File: src/rtl/tw_rx_pkg.sv
package tw_rx_pkg;

    localparam int BYTE_W  = 8;
    localparam int PAIRS   = BYTE_W / 2;
    localparam int LEN_W   = 3;
    localparam int FMT_BIT = 3;

    typedef enum logic [2:0] {
        RX_IDLE,
        RX_WAIT,
        RX_REQ,
        RX_EVEN,
        RX_ODD,
        RX_PAR,
        RX_STOP
    } rx_state_e;

    typedef enum logic [1:0] {
        TOP_IDLE,
        TOP_RUN,
        TOP_FLUSH
    } top_state_e;

    typedef struct packed {
        logic idle;
        logic abort;
        logic format;
        logic parity;
        logic frame;
    } rx_result_t;

    function automatic logic has_error(rx_result_t r);
        return r.abort | r.format | r.parity | r.frame;
    endfunction

endpackage

File: src/rtl/tw_line_sync.sv
module tw_line_sync #(
    parameter int STAGES = 2,
    parameter int WIDTH  = 2
) (
    input  logic             clk,
    input  logic             rst,
    input  logic [WIDTH-1:0] d_i,
    output logic [WIDTH-1:0] q_o
);
    logic [STAGES-1:0][WIDTH-1:0] chain_q;

    // Lines rest high, so the chain resets to ones.
    always_ff @(posedge clk) begin
        if (rst) begin
            chain_q <= '1;
        end else begin
            chain_q[0] <= d_i;
            for (int s = 1; s < STAGES; s++) begin
                chain_q[s] <= chain_q[s-1];
            end
        end
    end

    assign q_o = chain_q[STAGES-1];

endmodule

File: src/rtl/tw_rx_core.sv
module tw_rx_core
    import tw_rx_pkg::*;
#(
    parameter int MAX_BYTES     = 4,
    parameter int START_TIMEOUT = 256
) (
    input  logic              clk,
    input  logic              rst,
    input  logic              start_i,
    input  logic              lclk_i,
    input  logic              ldata_i,
    output logic              ack_o,
    output logic              busy_o,
    output logic              done_o,
    output rx_result_t        result_o,
    output logic [LEN_W-1:0]  len_o,
    output logic [BYTE_W-1:0] byte_o,
    output logic              byte_valid_o,
    output logic              byte_last_o
);
    localparam int IW = LEN_W + 1;
    localparam int TW = $clog2(START_TIMEOUT + 1);
    localparam int PW = $clog2(PAIRS);
    localparam logic [IW-1:0] CAP_LAST = IW'(MAX_BYTES - 1);
    localparam logic [TW-1:0] TMO_LAST = TW'(START_TIMEOUT - 1);
    localparam logic [PW-1:0] PAIR_END = PW'(PAIRS - 1);

    rx_state_e         state_q;
    logic              ack_q;
    logic [TW-1:0]     tmo_q;
    logic [BYTE_W-1:0] shift_q;
    logic [PW-1:0]     pair_q;
    logic [IW-1:0]     idx_q;
    logic [IW-1:0]     last_q;
    logic              par_q;
    logic [LEN_W-1:0]  len_q;
    rx_result_t        res_q;
    logic              done_q;
    logic              bv_q;
    logic              bl_q;
    logic [BYTE_W-1:0] byte_q;

    logic [BYTE_W-1:0] nb;
    logic              byte_end;
    logic              is_hdr;
    logic [IW-1:0]     end_idx;
    logic              keep;

    always_comb begin
        nb       = {ldata_i, shift_q[BYTE_W-1:1]};
        byte_end = (pair_q == PAIR_END);
        is_hdr   = (idx_q == '0);
        end_idx  = is_hdr ? IW'(nb[LEN_W-1:0]) : last_q;
        keep     = (idx_q <= CAP_LAST);
    end

    always_ff @(posedge clk) begin
        if (rst) begin
            state_q <= RX_IDLE;
            ack_q   <= 1'b1;
            tmo_q   <= '0;
            shift_q <= '0;
            pair_q  <= '0;
            idx_q   <= '0;
            last_q  <= '0;
            par_q   <= 1'b0;
            len_q   <= '0;
            res_q   <= '0;
            done_q  <= 1'b0;
            bv_q    <= 1'b0;
            bl_q    <= 1'b0;
            byte_q  <= '0;
        end else begin
            done_q <= 1'b0;
            bv_q   <= 1'b0;
            bl_q   <= 1'b0;
            unique case (state_q)
                RX_IDLE: begin
                    if (start_i) begin
                        state_q <= RX_WAIT;
                        tmo_q   <= '0;
                        res_q   <= '0;
                        len_q   <= '0;
                    end
                end
                RX_WAIT: begin
                    if (!lclk_i) begin
                        ack_q   <= 1'b0;
                        state_q <= RX_REQ;
                    end else if (tmo_q == TMO_LAST) begin
                        res_q.idle <= 1'b1;
                        done_q     <= 1'b1;
                        state_q    <= RX_IDLE;
                    end else begin
                        tmo_q <= tmo_q + 1'b1;
                    end
                end
                RX_REQ: begin
                    if (lclk_i) begin
                        ack_q <= 1'b1;
                        if (ldata_i) begin
                            res_q.abort <= 1'b1;
                            done_q      <= 1'b1;
                            state_q     <= RX_IDLE;
                        end else begin
                            state_q <= RX_EVEN;
                            pair_q  <= '0;
                            idx_q   <= '0;
                            par_q   <= 1'b0;
                        end
                    end
                end
                RX_EVEN: begin
                    if (!lclk_i) begin
                        ack_q   <= 1'b0;
                        shift_q <= nb;
                        par_q   <= par_q ^ ldata_i;
                        state_q <= RX_ODD;
                    end
                end
                RX_ODD: begin
                    if (lclk_i) begin
                        ack_q   <= 1'b1;
                        shift_q <= nb;
                        par_q   <= par_q ^ ldata_i;
                        pair_q  <= pair_q + 1'b1;
                        state_q <= RX_EVEN;
                        if (byte_end) begin
                            if (is_hdr && !nb[FMT_BIT]) begin
                                res_q.format <= 1'b1;
                                done_q       <= 1'b1;
                                state_q      <= RX_IDLE;
                            end else begin
                                if (is_hdr) begin
                                    len_q  <= nb[LEN_W-1:0];
                                    last_q <= end_idx;
                                end
                                if (keep) begin
                                    bv_q   <= 1'b1;
                                    byte_q <= nb;
                                    bl_q   <= (idx_q == end_idx) || (idx_q == CAP_LAST);
                                end
                                if (idx_q == end_idx) begin
                                    state_q <= RX_PAR;
                                end else begin
                                    idx_q <= idx_q + 1'b1;
                                end
                            end
                        end
                    end
                end
                RX_PAR: begin
                    if (!lclk_i) begin
                        ack_q        <= 1'b0;
                        res_q.parity <= (ldata_i != par_q);
                        state_q      <= RX_STOP;
                    end
                end
                RX_STOP: begin
                    if (lclk_i) begin
                        ack_q       <= 1'b1;
                        res_q.frame <= !ldata_i;
                        done_q      <= 1'b1;
                        state_q     <= RX_IDLE;
                    end
                end
                default: state_q <= RX_IDLE;
            endcase
        end
    end

    assign ack_o        = ack_q;
    assign busy_o       = (state_q != RX_IDLE);
    assign done_o       = done_q;
    assign result_o     = res_q;
    assign len_o        = len_q;
    assign byte_o       = byte_q;
    assign byte_valid_o = bv_q;
    assign byte_last_o  = bl_q;

    assert_ack_fall_clk_low_R4: assert property (@(posedge clk) disable iff (rst)
        $fell(ack_q) |-> !$past(lclk_i));

    assert_ack_rise_clk_high_R4: assert property (@(posedge clk) disable iff (rst)
        $rose(ack_q) |-> $past(lclk_i));

    assert_last_has_valid_R6: assert property (@(posedge clk) disable iff (rst)
        bl_q |-> bv_q);

    assert_idle_no_error_R2: assert property (@(posedge clk) disable iff (rst)
        (done_q && res_q.idle) |-> !has_error(res_q));

endmodule

File: src/rtl/tw_host_rx.sv
module tw_host_rx
    import tw_rx_pkg::*;
#(
    parameter int MAX_BYTES     = 4,
    parameter int START_TIMEOUT = 256,
    parameter int RETRY_MAX     = 8,
    parameter int SYNC_STAGES   = 2
) (
    input  logic              clk,
    input  logic              rst,
    input  logic              start_i,
    input  logic              line_clk_i,
    input  logic              line_data_i,
    output logic              line_ack_o,
    output logic              line_data_oe_o,
    output logic              flush_req_o,
    input  logic              flush_done_i,
    output logic [BYTE_W-1:0] byte_o,
    output logic              byte_valid_o,
    output logic              byte_last_o,
    output logic              done_o,
    output logic              idle_o,
    output logic [LEN_W-1:0]  len_o,
    output logic              err_abort_o,
    output logic              err_format_o,
    output logic              err_parity_o,
    output logic              err_frame_o
);
    localparam int AW = $clog2(RETRY_MAX + 1);
    localparam logic [AW-1:0] ATT_MAX = AW'(RETRY_MAX);

    logic [1:0]       line_s;
    logic             core_start_q;
    logic             core_busy;
    logic             core_done;
    rx_result_t       core_res;
    logic [LEN_W-1:0] core_len;

    top_state_e       st_q;
    logic [AW-1:0]    att_q;
    logic             flush_q;
    logic             done_q;
    rx_result_t       fin_q;
    logic [LEN_W-1:0] flen_q;

    tw_line_sync #(
        .STAGES (SYNC_STAGES),
        .WIDTH  (2)
    ) u_sync (
        .clk (clk),
        .rst (rst),
        .d_i ({line_clk_i, line_data_i}),
        .q_o (line_s)
    );

    tw_rx_core #(
        .MAX_BYTES     (MAX_BYTES),
        .START_TIMEOUT (START_TIMEOUT)
    ) u_core (
        .clk          (clk),
        .rst          (rst),
        .start_i      (core_start_q),
        .lclk_i       (line_s[1]),
        .ldata_i      (line_s[0]),
        .ack_o        (line_ack_o),
        .busy_o       (core_busy),
        .done_o       (core_done),
        .result_o     (core_res),
        .len_o        (core_len),
        .byte_o       (byte_o),
        .byte_valid_o (byte_valid_o),
        .byte_last_o  (byte_last_o)
    );

    always_ff @(posedge clk) begin
        if (rst) begin
            st_q         <= TOP_IDLE;
            core_start_q <= 1'b0;
            att_q        <= '0;
            flush_q      <= 1'b0;
            done_q       <= 1'b0;
            fin_q        <= '0;
            flen_q       <= '0;
        end else begin
            core_start_q <= 1'b0;
            done_q       <= 1'b0;
            unique case (st_q)
                TOP_IDLE: begin
                    if (start_i) begin
                        core_start_q <= 1'b1;
                        att_q        <= AW'(1);
                        fin_q        <= '0;
                        flen_q       <= '0;
                        st_q         <= TOP_RUN;
                    end
                end
                TOP_RUN: begin
                    if (core_done) begin
                        if (core_res.idle || !has_error(core_res) || att_q == ATT_MAX) begin
                            fin_q  <= core_res;
                            flen_q <= core_len;
                            done_q <= 1'b1;
                            st_q   <= TOP_IDLE;
                        end else begin
                            flush_q <= 1'b1;
                            st_q    <= TOP_FLUSH;
                        end
                    end
                end
                TOP_FLUSH: begin
                    if (flush_done_i) begin
                        flush_q      <= 1'b0;
                        core_start_q <= 1'b1;
                        att_q        <= att_q + 1'b1;
                        st_q         <= TOP_RUN;
                    end
                end
                default: st_q <= TOP_IDLE;
            endcase
        end
    end

    assign line_data_oe_o = 1'b0;
    assign flush_req_o    = flush_q;
    assign done_o         = done_q;
    assign idle_o         = fin_q.idle;
    assign len_o          = flen_q;
    assign err_abort_o    = fin_q.abort;
    assign err_format_o   = fin_q.format;
    assign err_parity_o   = fin_q.parity;
    assign err_frame_o    = fin_q.frame;

    assert_flush_core_quiet_R10: assert property (@(posedge clk) disable iff (rst)
        flush_q |-> !core_busy);

    assert_flush_after_attempt_R10: assert property (@(posedge clk) disable iff (rst)
        $rose(flush_q) |-> $past(core_done));

endmodule

File: config.mk
export PLATFORM = sky130hd
export DESIGN_NAME = tw_host_rx
export DESIGN_NICKNAME = d
export VERILOG_FILES = /design/src/rtl/tw_rx_pkg.sv /design/src/rtl/tw_line_sync.sv /design/src/rtl/tw_rx_core.sv /design/src/rtl/tw_host_rx.sv
export SDC_FILE = /design/constraint.sdc
export NUM_CORES = 1
export LEC_CHECK = 0
export BUFFER_PORTS_ARGS = -buffer_cell sky130_fd_sc_hd__buf_2
export CORE_UTILIZATION = 56
export CTS_BUF_LIST = sky130_fd_sc_hd__clkbuf_16
export DETAILED_ROUTE_END_ITERATION = 7
export PLACE_DENSITY = 0.75
export SLEW_MARGIN = 20
export SYNTH_ARGS = -nofsm -noshare
export SYNTH_HDL_FRONTEND = slang
export SYNTH_SLANG_ARGS = --single-unit
File: constraint.sdc
create_clock -name clk -period 4.4 [get_ports clk]
set_input_delay 0 -clock clk [delete_from_list [all_inputs] [get_ports clk]]
set_output_delay 0 -clock clk [all_outputs]
set_load 0.005 [all_outputs]
# After elaboration in Yosys (flattened, before gate mapping)
# Index checks and enable logic that the tools add are counted.
[totals]
wordCells = 226
input_bits = 6
reg_bits = 72
[classes]
n_lt_le_gt_ge = 1
bitwise_logic = 11
n_eq_ne = 38
reduce_logical = 46
mux = 95
n_addsub = 4
[ops]
columns = ["operator", "n"]
rows = [
  ["$mux 3", 19],
  ["$mux 4", 9],
  ["$ne 2x2->1 const B", 17],
  ["$mux 1", 30],
  ["$mux 9", 3],
  ["$reduce_and 4->1", 6],
  ["$reduce_bool 2->1", 11],
  ["$pmux 3 s7", 1],
  ["$mux 5", 4],
  ["$reduce_and 5->1", 4],
  ["$pmux 9 s2", 1],
  ["$reduce_and 3->1", 6],
  ["$mux 2", 8],
  ["$mux 8", 2],
  ["$pmux 1 s2", 8],
  ["$pmux 4 s2", 2],
  ["$pmux 8 s2", 1],
  ["$reduce_and 7->1", 2],
  ["$ne 2x1->1 const B", 6],
  ["$pmux 3 s2", 2],
  ["$pmux 5 s2", 1],
  ["$add 9x1->9 const B", 1],
  ["$eq 3x3->1 const B", 3],
  ["$eq 9x8->1 const B", 1],
  ["30 further kinds", 47],
]

# Logic depth before layout (Yosys ltp)
[logic_depth]
depth_word = 9
depth_mapped = 10
ltp_nobuf = 10

# Modules after synthesis
# A second synthesis with hierarchy kept.
[hier_totals]
hier_cells = 407
area_unflattened_um2 = 3520.9
[by_module_without_submodules]
columns = ["mod", "area_per_inst_um2", "cells_per_inst", "seq_area_each_um2", "n_inst"]
rows = [
  ["tw_rx_core", 2546.2, 304, 1001.0, 1],
  ["tw_host_rx", 854.6, 93, 340.3, 1],
  ["tw_line_sync", 120.1, 10, 80.1, 1],
]

# Worst setup path after synthesis
# No wires, ideal clock.
[synth_path]
path_kind = "register to register"
startpoint = "register u_core.idx_q[0]"
endpoint = "register u_core.idx_q[3]"
period_less_slack_ns = 2.073
path_stages_with_launch = 9
arrival_ns = 1.952
slack_ns = 2.327
n_path_buf = 0
path_cell_list = "dfxtp_1 -> inv_1 -> ha_1 -> or3b_4 -> a211o_1 -> nand4_2 -> o21ai_2 -> nor3_1 -> mux2_2"
[synth_via]
elab_chain_len = 6
elab_cells_between_ends = 13
cone_classes = "1 x add/sub; 3 x eq/ne; 6 x mux; 3 x reduce/logical"
[synth_rtl]
columns = ["element", "line_no", "rtl"]
rows = [
  ["start, declared", "tw_rx_core.sv:33", "logic [IW-1:0] idx_q;"],
  ["start signal, assigned", "tw_rx_core.sv:146", "idx_q <= idx_q + 1'b1;"],
  ["$add 4x1->4", "tw_rx_core.sv:146", ""],
  ["$mux 4", "tw_rx_core.sv:143", "if (idx_q == end_idx) begin"],
  ["$mux 4", "tw_rx_core.sv:129", "if (is_hdr && !nb[FMT_BIT]) begin"],
  ["$mux 4", "tw_rx_core.sv:128", "if (byte_end) begin"],
  ["$mux 4", "tw_rx_core.sv:122", "if (lclk_i) begin"],
  ["$pmux 4 s2", "tw_rx_core.sv:77", "unique case (state_q)"],
]
# Parallel ways exist; a longest one is shown, timed or not. The select of a mux whose other input is x is not followed.
# A chain may end at the register's enable or synchronous reset.

# Worst setup path after layout
[layout_path]
startpoint = "register u_core.state_q[2]"
endpoint = "register u_core.byte_q[3], in the netlist u_core.byte_o[3]"
[layout_via]
elab_chain_len = 2
[layout_rtl]
columns = ["element", "line_no", "rtl"]
rows = [
  ["start, declared", "tw_rx_core.sv:28", "rx_state_e state_q;"],
  ["start signal, assigned", "tw_rx_core.sv:59", "state_q <= RX_IDLE;"],
  ["start signal, assigned", "tw_rx_core.sv:80", "state_q <= RX_WAIT;"],
  ["start signal, assigned", "tw_rx_core.sv:89", "state_q <= RX_REQ;"],
  ["$eq 3x3->1", "tw_rx_core.sv:77", ""],
  ["$reduce_and 5->1 (no source line)", "-", ""],
  ["end signal, assigned", "tw_rx_core.sv:140", "byte_q <= nb;"],
  ["end, declared", "tw_rx_core.sv:41", "logic [BYTE_W-1:0] byte_q;"],
]
# Every way passes these cells.

==> flow_summary.ini <==
[detailed_routing]
vias_per_std_cell = 5.57
detailedRoute.firstPassIterationCount = 4
vias = 2695
ant_nets = 0
detail_route.drc_violations = 0
drt_wl_cell_um = 13.3
drt_first_iter_violations = 180
totalWireLength_um = 6420

[grt]
grt.overflow.total = 0
grt_start_max_net_pins = 59
grt_util_all_layers = 0.223
first_global_vias = 2498
wire_length_of_the_first_global_routing_pass_um = 11000
initial_antenna_violation_count = 0

[timing]
worstMarginPinSlew_ps = 998
max_freq_ghz = 0.404
period_utilisation_layout = 0.562
timing.final.setup_violations = 0
clock-skew-final_ps = 8.90
final_max_slew_viol_count = 0
post-route-worst-setup-slack_ps = 1930
tns_ps = 0
hold_viol = 0
setup_repair_after_global_routing_missed_its_margin = no
period_needed_ps = 2470
relative_slew_slack = 0.335

[place]
dp_hpwl_um = 4250
post-place-ws_ps = 1950
post_dp_cell_area_um2 = 3440
number_of_buffer_cells_added_on_primary_ports = 26
gp_congestion = 0.789

[worst_setup_path]
critical_path.reg2reg.startpoint = u_core.state_q[2]$_SDFFE_PP0P_
critPathLaunchType = register
r2r_cells = 5
critical_path.max_fanout = 27
crit_start = u_core.state_q[2]$_SDFFE_PP0P_
regToRegSetupSlack_ps = 1930
crit_type = register to register
timing.rr.end = u_core.byte_o[3]$_SDFFE_PP0P_
timing.critical_path.required_ps = 4580
capturing_element_type_of_the_critical_path = register
worstSetupEndpoint = u_core.byte_o[3]$_SDFFE_PP0P_
worst-endpoint-arrival_ps = 2660

[finish]
stdcell_area_um2 = 3760
final_nets = 420
area_growth_pct = 13.1
utilization = 0.670
num_antenna_cells = 0
layout-drive-gt1-share = 0.138
num-fill-cells = 491

[synth]
synth-async-reset-ratio = 0
synth_top_cell_area_share = 0.428
synth-edff-count = 0
yosysWarnings = 0
synth_seq_cells = 71
synth.largest_area_cell = dfxtp_1
synth_sequential_area_ratio = 0.428
syn_inst = 390
syn_nets = 403
synth_area_leaders = dfxtp_1 43%, mux2i_1 6.6%, nor2_1 6.6%
synth.cell_area_um2 = 3320
yosys.cell_types.count = 53
synthesis.area_per_instance_um2 = 8.52
postSynth.topFlopCell = dfxtp_1

[die]
die-area_um2 = 6240
rows = 27
die_w_um = 79.0
ios = 28
initial_core_util = 0.592
fp.dieH_um = 79.0
core_um2 = 5610

[cts]
cts_buffer_count = 9
max-clock-path-buffers = 2
clock-sinks = 71
path_clk_slew_ps = 60
cts_tree = yes
ctsRootBufferMaster = clkbuf_16
clkLatencyLatePin_ps = 330
post-cts-setup-buffer-count = 0
h-tree-depth = 3

[job]
max_cap_violations = 0

[power]
pwr-share-comb = 0.049
power_frac_clock = 0.484
swShare = 0.221
intPower_mw = 1.12
sequential_power_share = 0.467
vdd.ir_drop.worst_mv = 0.243
cellLeakagePower_nw = 1.56
power.density_nw_per_um2 = 381
netSwitchingPower_uw = 316
post-layout-total-power_mw = 1.43

[min_path]
hold_start = start_i
timing.hold.worst.class = primary input to register

[outcome]
status = finished clean
==> cell usage in the layout (no fill, tap or decap), types with 9 or more instances in the layout <==
cell,Yosys,final
a21oi_1,27,27
buf_2,3,26
clkbuf_16,0,9
dfxtp_1,71,71
inv_1,13,14
mux2i_1,22,22
nand2_1,22,22
nand2b_1,18,18
nand3_1,18,18
nor2_1,58,58
nor2b_1,9,9
o21ai_0,13,13
==> registers in the layout, indices dropped and copies added, names as in the netlist, 3 cells and up <==
register,count
u_core.len_o,3
u_core.last_q,4
u_core.byte_o,8
len_o,3
u_core.shift_q,7
u_core.result_o,5
u_core.idx_q,4
att_q,4
u_core.state_q,3
u_core.tmo_q,9
==> metal layers <==
metal / global-route usage / part of all wire / up-vias
li1: - / - / 1380
met1: 0.273 / 0.47 / 1271
met2: 0.373 / 0.49 / 36
met3: 0.0563 / 0.029 / 8
met4: 0.0836 / 0.012 / 0
met5: 0 / 0 / -
==> metrics by stage <==
step	std cells	hold slack, ps
2_1_floorplan	390	97.0
3_3_place_gp	465	184
3_5_place_dp	465	186
4_1_cts	484	84.0
5_1_grt	484	109
6_report	484	85.3
==> cells by family (layout without fill, tap and decap cells) <==
logic type	after synthesis	after routing	share of synthesized area
buf+inv	36	58	0.0463
compound gates	74	74	0.139
other cells	1	1	0.00113
mux	25	25	0.0776
flops	71	71	0.428
xor+xnor	10	10	0.0264
fa+ha+maj	7	7	0.0264
simple gates	166	166	0.255
==> power by group through the flow <==
stage	sequential, mW	clock [mW]	combinational [mW]
after global routing	0.670	0.736	0.0795
after floorplan	0.673	0	0.0628
after global placement	0.682	0	0.0666
after CTS	0.668	0.702	0.0707
final	0.669	0.693	0.0703
after detailed placement	0.682	0	0.0681
==> how the worst min path moves through the flow <==
stage | endpoint | slack, ps | depth (start not counted)
floorplan | flush_req_o$_SDFFE_PP0P_ | 100 | 1
global placement | u_sync.chain_q[0]$_SDFF_PP1_ | 180 | 2
detailed placement | u_sync.chain_q[1]$_SDFF_PP1_ | 190 | 2
CTS | att_q[3]$_SDFFE_PP0P_ | 80 | 4
global route | att_q[3]$_SDFFE_PP0P_ | 110 | 4
finish | att_q[3]$_SDFFE_PP0P_ | 90 | 4
==> cell type report <==
class / instances / area (µm²) / share of cell area
clock inverter: 7 / 65.1 / 0.0173
clock buffer: 9 / 225 / 0.0599
sequential: 71 / 1420 / 0.378
inverter: 13 / 48.8 / 0.0130
timing repair buffer: 29 / 160 / 0.0426
tap: 72 / 90.1 / 0.0240
multi-input combinational: 283 / 1750 / 0.465
==> cell usage after synthesis, drive strengths merged (7+ instances only) <==
library cell  number
a21oi             27
clkbuf            16
or3                7
buf                7
xor2               7
nand2b            18
inv               13
nand2             22
nand3             18
nor2              60
ha                 7
o21ai             14
mux2i             22
nor2b              9
dfxtp             71
==> repair_timing <==
item,4_1_cts,5_1_grt
gates resized for setup,0,0
hold buffers,3,0
hold endpoints to repair,5,0
==> critical path, cell delays in order (launching register included) <==
cell and delay, ps:
dfxtp_1 820, nand2_1 200, nor2_1 410, nand3_1 520, mux2i_1 310, nor2_1 50
No activity file was read; power rests on OpenSTA's default activity.
